## src/rtl/imul_pkg.sv

```systemverilog
package imul_pkg;

    typedef enum logic [1:0] {
        ST_IDLE = 2'd0,
        ST_STEP = 2'd1,
        ST_FIX  = 2'd2,
        ST_READ = 2'd3
    } imul_state_e;

    // One radix-4 Booth digit: magnitude one or two, optionally negated.
    typedef struct packed {
        logic neg;
        logic one;
        logic two;
    } booth_dig_t;

endpackage

```

## src/rtl/imul_booth_recode.sv

```systemverilog
module imul_booth_recode
    import imul_pkg::*;
(
    input  logic [2:0]  grp,   // {y(i+1), y(i), y(i-1)}
    output booth_dig_t  dig
);
    always_comb begin
        dig = '0;
        case (grp)
            3'b001, 3'b010: dig.one = 1'b1;
            3'b011:         dig.two = 1'b1;
            3'b100:         begin dig.two = 1'b1; dig.neg = 1'b1; end
            3'b101, 3'b110: begin dig.one = 1'b1; dig.neg = 1'b1; end
            default:        dig = '0;
        endcase
    end
endmodule

```

## src/rtl/imul_pp_sel.sv

```systemverilog
module imul_pp_sel
    import imul_pkg::*;
#(
    parameter int W  = 32,
    parameter int AW = W + 3
) (
    input  logic [W-1:0]  mcand,
    input  booth_dig_t    dig,
    output logic [AW-1:0] pp
);
    logic [AW-1:0] mag;

    always_comb begin
        if (dig.two)
            mag = {{(AW-W-1){1'b0}}, mcand, 1'b0};
        else if (dig.one)
            mag = {{(AW-W){1'b0}}, mcand};
        else
            mag = '0;
        pp = dig.neg ? (~mag + AW'(1)) : mag;
    end
endmodule

```

## src/rtl/imul_acc_step.sv

```systemverilog
module imul_acc_step #(
    parameter int W  = 32,
    parameter int AW = W + 3
) (
    input  logic [AW-1:0] hi,
    input  logic [W-1:0]  mq,
    input  logic [AW-1:0] pp,
    output logic [AW-1:0] hi_nx,
    output logic [W-1:0]  mq_nx
);
    logic [AW-1:0] sum;

    always_comb begin
        sum   = hi + pp;
        hi_nx = {{2{sum[AW-1]}}, sum[AW-1:2]};
        mq_nx = {sum[1:0], mq[W-1:2]};
    end
endmodule

```

## src/rtl/imul_booth_r4.sv

```systemverilog
module imul_booth_r4
    import imul_pkg::*;
#(
    parameter int W = 32
) (
    input  logic         clk,
    input  logic         rst_n,
    input  logic         start,
    input  logic [W-1:0] mcand,
    input  logic [W-1:0] mplier,
    output logic         busy,
    output logic         done,
    output logic [W-1:0] prod_hi,
    output logic [W-1:0] prod_lo
);
    localparam int STEPS = W / 2;
    localparam int CW    = (STEPS > 1) ? $clog2(STEPS) : 1;
    localparam int AW    = W + 3;

    typedef struct packed {
        imul_state_e    st;
        logic [CW-1:0]  cnt;
        logic [W-1:0]   left;
        logic [AW-1:0]  hi;
        logic [W-1:0]   mq;
        logic           prev;
        logic           msb;
    } imul_regs_t;

    imul_regs_t r_d, r_q;

    booth_dig_t     dig;
    logic [AW-1:0]  pp;
    logic [AW-1:0]  hi_nx;
    logic [W-1:0]   mq_nx;

    imul_booth_recode u_recode (
        .grp ({r_q.mq[1:0], r_q.prev}),
        .dig (dig)
    );

    imul_pp_sel #(.W(W), .AW(AW)) u_pp (
        .mcand (r_q.left),
        .dig   (dig),
        .pp    (pp)
    );

    imul_acc_step #(.W(W), .AW(AW)) u_step (
        .hi    (r_q.hi),
        .mq    (r_q.mq),
        .pp    (pp),
        .hi_nx (hi_nx),
        .mq_nx (mq_nx)
    );

    always_comb begin
        r_d = r_q;
        case (r_q.st)
            ST_IDLE: begin
                if (start) begin
                    r_d.left = mcand;
                    r_d.mq   = mplier;
                    r_d.hi   = '0;
                    r_d.prev = 1'b0;
                    r_d.msb  = mplier[W-1];
                    r_d.cnt  = '0;
                    r_d.st   = (mcand == '0) ? ST_FIX : ST_STEP;
                end
            end
            ST_STEP: begin
                r_d.hi   = hi_nx;
                r_d.mq   = mq_nx;
                r_d.prev = r_q.mq[1];
                r_d.cnt  = r_q.cnt + CW'(1);
                if (r_q.cnt == CW'(STEPS - 1))
                    r_d.st = ST_READ;
            end
            ST_FIX: begin
                r_d.hi  = '0;
                r_d.mq  = '0;
                r_d.msb = 1'b0;
                r_d.st  = ST_READ;
            end
            ST_READ: r_d.st = ST_IDLE;
            default: r_d.st = ST_IDLE;
        endcase
    end

    always_ff @(posedge clk or negedge rst_n) begin
        if (!rst_n) r_q <= '0;
        else        r_q <= r_d;
    end

    // The signed Booth result is off by mcand*2^W when the multiplier's top
    // bit is set; add it back in the read cycle.
    assign busy    = (r_q.st != ST_IDLE);
    assign done    = (r_q.st == ST_READ);
    assign prod_hi = r_q.hi[W-1:0] + (r_q.msb ? r_q.left : '0);
    assign prod_lo = r_q.mq;

endmodule

```

## config.mk

```make
export PLATFORM = sky130hd
export DESIGN_NAME = imul_booth_r4
export DESIGN_NICKNAME = d
export VERILOG_FILES = /design/src/rtl/imul_pkg.sv /design/src/rtl/imul_booth_recode.sv /design/src/rtl/imul_pp_sel.sv /design/src/rtl/imul_acc_step.sv /design/src/rtl/imul_booth_r4.sv
export SDC_FILE = /design/constraint.sdc
export NUM_CORES = 1
export LEC_CHECK = 0
export ABC_CLOCK_PERIOD_IN_PS = 10450
export BUFFER_PORTS_ARGS = -buffer_cell sky130_fd_sc_hd__buf_2
export CORE_ASPECT_RATIO = 1.5
export CORE_MARGIN = 5
export CORE_UTILIZATION = 50
export CTS_CLUSTER_SIZE = 12
export DETAILED_ROUTE_END_ITERATION = 10
export PLACE_DENSITY = 0.71
export SLEW_MARGIN = 0
export SYNTH_ARGS = -nofsm -noshare
export SYNTH_HDL_FRONTEND = slang
export SYNTH_SLANG_ARGS = --single-unit
```

## constraint.sdc

```tcl
create_clock -name clk -period 10.45 [get_ports clk]
set_clock_uncertainty 0.1 [all_clocks]
set_input_delay 1.5675 -clock clk [delete_from_list [all_inputs] [get_ports clk]]
set_output_delay 1.5675 -clock clk [all_outputs]
set_load 0.02 [all_outputs]
```

Yosys cells after proc, flatten, opt, wreduce, memory -nomap -nowiden

Index checks and enable logic that the tools add are counted.

Flip-flop bits (word level): 107

$add $sub $neg: 4
Equal/unequal tests: 12
Mux-type cells: 15
Bitwise logic cells: 1
Reductions and logical operators: 14

Operators with widths:

| kind                                                                  | count |
|---|---|
| 67-bit one-hot mux with 3 select lines                                | 1 |
| 107-bit 2-to-1 mux                                                    | 1 |
| 35-bit 2-to-1 mux                                                     | 2 |
| 32-bit 2-to-1 mux                                                     | 2 |
| 35-bit by 1-bit adder with 35-bit output, second input constant       | 1 |
| 35-bit adder                                                          | 1 |
| 35-bit inverter                                                       | 1 |
| 32-bit adder                                                          | 1 |
| 32-bit logical NOT                                                    | 1 |
| 2-bit AND reduction                                                   | 5 |
| 3-bit equality test, second input constant                            | 3 |
| 2-bit one-hot mux with 4 select lines                                 | 1 |
| 4-bit one-hot mux with 2 select lines                                 | 1 |
| 3-bit by 2-bit equality test with 1-bit output, second input constant | 2 |
| 2-bit nonzero test                                                    | 3 |
| 4-bit by 1-bit adder with 4-bit output, second input constant         | 1 |
| 2-bit equality test, second input constant                            | 2 |
| 4-bit equality test, second input constant                            | 1 |
| 2-bit 2-to-1 mux                                                      | 2 |
| 2-bit != test, second input constant                                  | 2 |
| 1-bit one-hot mux with 2 select lines                                 | 2 |
| 4-bit OR reduction                                                    | 1 |
| 3-bit by 1-bit equality test with 1-bit output, second input constant | 1 |
| 1-bit 2-to-1 mux                                                      | 3 |
| other kinds (5)                                                       | 5 |

Longest topological paths before layout

Word-level depth: 10
Depth in mapped cells: 26
Mapped depth without buffers: 22

By module

From an unflattened synthesis, not the netlist that was laid out.

Cells, all modules: 1272
Area total of the unflattened synthesis: 10289.9 um^2

Modules (own cells, without submodules):

| module            | times used | cells an instance | area each (um^2) | seq. area each (um^2) |
|---|---|---|---|---|
| imul_booth_r4     | 1          | 737               | 6703.9           | 2677.6 |
| imul_acc_step     | 1          | 304               | 2143.3           | 0.0 |
| imul_pp_sel       | 1          | 226               | 1411.4           | 0.0 |
| imul_booth_recode | 1          | 5                 | 31.3             | 0.0 |

Worst setup path before layout

Ideal clock, no wire load.

Path kind: flip-flop to flip-flop
Start point: register r_q, in the netlist prod_lo[0]
End point: register r_q[67] (netlist name)
Data arrival time: 5.106 ns
Required time: 10.268 ns
Path slack: 5.162 ns
Stages on the path, launching flop included: 27
Buffers on the path: 4
Period minus slack after synthesis: 5.288 ns
Path through: dfrtp_1 -> inv_1 -> ha_1 -> mux2i_1 -> buf_6 -> buf_2 -> clkbuf_1 -> and2_1 -> clkbuf_1 -> nand2_1 -> ha_1 -> nand4b_1 -> a21boi_0 -> nand2_1 -> a21oi_1 -> nor2_1 -> xnor2_1 -> ha_1 -> a21o_1 -> a31o_2 -> a221o_1 -> a2111oi_1 -> o21ai_0 -> a31oi_1 -> xor2_1 -> a21oi_1 -> o22ai_1

Longest elaborated chain between the ends: 10

RTL lines:

| item                                                                   | RTL line               | text |
|---|---|---|
| start: declaration                                                     | imul_booth_r4.sv:30    | `imul_regs_t r_d, r_q;` |
| start signal: assignment                                               | imul_booth_r4.sv:91    | `else r_q <= r_d;` |
| 3-bit by 1-bit equality test with 1-bit output (tied with other cells) | imul_booth_recode.sv:9 | `case (grp)` |
| 4-bit OR reduction (no source line)                                    | --                     |  |
| 1-bit 2-to-1 mux                                                       | imul_booth_recode.sv:9 |  |
| 32-bit 2-to-1 mux                                                      | imul_pp_sel.sv:16      | `else if (dig.one)` |
| 35-bit 2-to-1 mux                                                      | imul_pp_sel.sv:14      | `if (dig.two)` |
| 35-bit inverter                                                        | imul_pp_sel.sv:20      | `pp = dig.neg ? (~mag + AW'(1)) : mag;` |
| 35-bit by 1-bit adder with 35-bit output                               | imul_pp_sel.sv:20      |  |
| 35-bit 2-to-1 mux *                                                    | imul_pp_sel.sv:20      |  |
| 35-bit adder *                                                         | imul_acc_step.sv:14    | `sum = hi + pp;` |
| 67-bit one-hot mux with 3 select lines *                               | imul_booth_r4.sv:58    | `case (r_q.st)` |

Mark *: on every way between the ends. The rest lies on a longest branch, timed or not.
A chain may end at the register's enable or synchronous reset.

Worst setup path after layout

Start point: register r_q[0] (netlist name)
End point: output prod_hi[28]

Longest elaborated chain between the ends: 2

RTL lines:

| item              | RTL line            | text |
|---|---|---|
| 32-bit 2-to-1 mux | imul_booth_r4.sv:98 | `assign prod_hi = r_q.hi[W-1:0] + (r_q.msb ? r_q.left : '0);` |
| 32-bit adder      | imul_booth_r4.sv:98 |  |
| end: declaration  | imul_booth_r4.sv:13 | `output logic [W-1:0] prod_hi,` |

No other way between the ends.

==> run summary <==
pwr dens: 347 nW/um^2
worst hold-check slack: 422 ps
cell with the most instances after synthesis: sky130_fd_sc_hd__nand2_1
Post-Synth Simple-Gate Area: 0.178
number of vias per cell: 5.93
Seq/Total Area, Yosys: 0.274
combinational family with the most area after synthesis: compound AO/OA/AOI/OAI gates
Comb pwr share: 0.687
clock share of power: 0.094
global placement routability congestion: 0.963
switching pwr: 1940 uW
worst r2r path cells: 21
CP endpoint kind: output port
classification of the worst-slack hold path: reg -> reg
final max-slew violation count: 0
maximum clock path buffer count: 2
warnings from Yosys: 0
setup slack, reg-to-reg: 4580 ps
leading register cell type out of synthesis: sky130_fd_sc_hd__dfrtp_1
Cell Area, Synth: 9590 um^2
largest net degree at the start of global routing: 61
Post-CTS Setup Bufs: 0
Reg-to-Reg End: r_q[67]
vertical die dimension: 180 um
endpoint of the worst setup timing path: prod_hi[28]
Switching Share: 0.531
clock root cell: sky130_fd_sc_hd__clkbuf_16
DR WL/cell: 18.1 um
drt initial violations: 893
hold violation count in the final report: 0
wire length of the first global-routing pass: 43600 um
crit path DAT: 4420 ps
total gr overflow: 0
type of the worst setup path: reg -> out
Fill cells: 1819
initial antenna violation count: 0
placed wire-length estimate: 20800 um
area of the multi-input gates: 6290 um^2
overall die area: 22100 um^2
net count after synthesis: 1299
synthesized instance count: 1153
H-tree depth: 3
clock transition at the registers of the reported paths: 80 ps
Initial Util: 0.505
top post-synthesis cells by area: sky130_fd_sc_hd__dfrtp_1, sky130_fd_sc_hd__ha_1, sky130_fd_sc_hd__xnor2_1
number of enable-type register cells in the synthesized netlist: 0
cell internal pwr: 1710 uW
Core Box Area: 19000 um^2
total of cells resized after clock tree synthesis: 0
sequential standard cell area: 2630 um^2
FFs w/ async S/R, synth: 1.00
IR drop worst, VDD: 210 uV
share of the cycle needed by the critical path after routing: 0.583
synthesis-to-finish area growth: 9.54%
data required time at the worst endpoint: 8780 ps
Via Count: 8772
fin crit period: 6090 ps
fraction of layout instances using a drive strength above 1: 0.173
launch point of the worst reg-to-reg path: prod_lo[0]
critical path launch point type: flip-flop
clock latency on the worst-skew pair: 350 ps
final net count: 1364
Antenna Violating Nets Remaining: 0
sequential cell fraction of total power: 0.219
I/O Buffers: 132
total routed wirelength: 26800 um
post-route cell area: 10500 um^2
arithmetic-cell share of the synthesized area counting full adders, half adders and majority gates: 0.105
via count of the first global-routing pass: 8668
setup TNS: 0 ps
Max Freq: 0.164 GHz
number of max-cap violations: 0
largest area contributor in the netlist: sky130_fd_sc_hd__dfrtp_1
CP Launch Point: r_q[0]
CTS tree: done
Inserted Diodes: 0
hold_buf cts: 0
status: finished, final reports clean
total of flip-flops plus latches after synthesis: 105
count of boundary I/O pins: 133
actual slew at the worst max-slew pin: 1220 ps
most frequent cells after synthesis: sky130_fd_sc_hd__nand2_1, sky130_fd_sc_hd__dfrtp_1, sky130_fd_sc_hd__a21oi_1
area after detailed placement: 10200 um^2
number of distinct library cell variants in the gate-level netlist after synthesis: 72
Mean Syn Cell Area: 8.32 um^2
Die X: 123 um
compound-gate portion of the synthesized area: 0.239
setup repair after global routing missed its margin: false
multiplexer fraction of the synthesized cell area: 0.0510
count of clock tree sinks: 105
CTS Buf Count: 9
setup violators final: 0
cell row count: 62
synthesized-area fraction occupied by xor and xnor cells: 0.0804
GRT Overall Usage: 0.241
portion of synthesized cell area occupied by the leading cell type: 0.274
length of the first detailed-routing pass in iterations: 7
Slew HR: 0.186
reported leakage power: 0.00520 uW
largest fanout of any net on the critical path: 33
detailed-route DRC error count: 0
registers in the layout, summed over array words and instances (netlist names):
name and flops:
prod_lo 32, r_q 73
how the worst min path moves through the flow:
stage | end | slack [ps] | start | cells past startpoint
finish | r_q[102] | 420 | r_q[102] | 1
CTS | prod_lo[8] | 430 | prod_lo[10] | 2
global route | r_q[102] | 440 | r_q[102] | 1
detailed placement | prod_lo[14] | 400 | prod_lo[16] | 2
global placement | r_q[102] | 400 | r_q[102] | 1
floorplan | r_q[101] | 380 | r_q[101] | 1
layout make-up:
| type | instances | share of cell area |
|---|---|---|
| clock buffers | 10 | 0.0227 |
| clock inverters | 6 | 0.00584 |
| inverters | 65 | 0.0232 |
| flip-flops and latches | 105 | 0.250 |
| repair buffers | 140 | 0.0688 |
| multi-input cells | 897 | 0.599 |
| well taps | 256 | 0.0305 |
power by group through the flow:
stage / registers, uW / logic, uW / clock network (uW)
2_1_floorplan: 698 / 1990 / 0
3_3_place_gp: 793 / 2470 / 0
3_5_place_dp: 798 / 2490 / 0
4_1_cts: 791 / 2500 / 352
5_1_grt: 823 / 2760 / 369
6_report: 797 / 2510 / 344
routing by layer:
layer | wire length (um) | global-route usage
met1 | 11200 | 0.309
met2 | 13600 | 0.421
met3 | 1490 | 0.0330
met4 | 481 | 0.0616
met5 | 0 | 0
stage by stage:
stage          setup slack, ps  total power, uW   util  cells
2_1_floorplan             5160             2680      -   1153
3_3_place_gp              4720             3270  0.537   1463
3_5_place_dp              4630             3280  0.537   1463
4_1_cts                   4320             3640  0.553   1479
5_1_grt                   3970             3950  0.553   1479
6_report                  4360             3650  0.553   1479
worst max-delay path: stages, from the launching register on:
cell	delay [ps]
sky130_fd_sc_hd__dfrtp_1	860
sky130_fd_sc_hd__and2_1	220
sky130_fd_sc_hd__ha_1	160
sky130_fd_sc_hd__inv_1	50
sky130_fd_sc_hd__fa_1	400
sky130_fd_sc_hd__nand2b_1	190
sky130_fd_sc_hd__a211oi_1	360
sky130_fd_sc_hd__o21ai_0	220
sky130_fd_sc_hd__a31oi_1	330
sky130_fd_sc_hd__o221ai_1	180
sky130_fd_sc_hd__a31oi_1	290
sky130_fd_sc_hd__nand2_1	170
sky130_fd_sc_hd__a311oi_1	290
sky130_fd_sc_hd__xor2_1	160
sky130_fd_sc_hd__buf_2	180
cells by family (layout without fill, tap and decap cells):
logic type	after synthesis	count (layout)
AOI/OAI and AO/OA	343	343
xor gates and xnor gates	88	88
adders and majority gates	79	79
buffers and inverters	151	221
DFF	105	105
muxes	44	44
and+or+nand+nor	343	343
layout by cell type, fill, tap and decap left out, types with 20 or more instances in the layout:
cell	count
sky130_fd_sc_hd__xnor2_1	55
sky130_fd_sc_hd__and3_1	22
sky130_fd_sc_hd__a222oi_1	31
sky130_fd_sc_hd__nand2_1	109
sky130_fd_sc_hd__mux2_2	35
sky130_fd_sc_hd__ha_1	77
sky130_fd_sc_hd__and2_1	42
sky130_fd_sc_hd__nor2_1	66
sky130_fd_sc_hd__a21o_1	30
sky130_fd_sc_hd__a31oi_1	20
sky130_fd_sc_hd__inv_1	65
sky130_fd_sc_hd__xor2_1	33
sky130_fd_sc_hd__a21oi_1	91
sky130_fd_sc_hd__o21ai_0	77
sky130_fd_sc_hd__dfrtp_1	105
sky130_fd_sc_hd__buf_2	131
sky130_fd_sc_hd__nand3_1	24
Power figures use the tool's default switching activity.
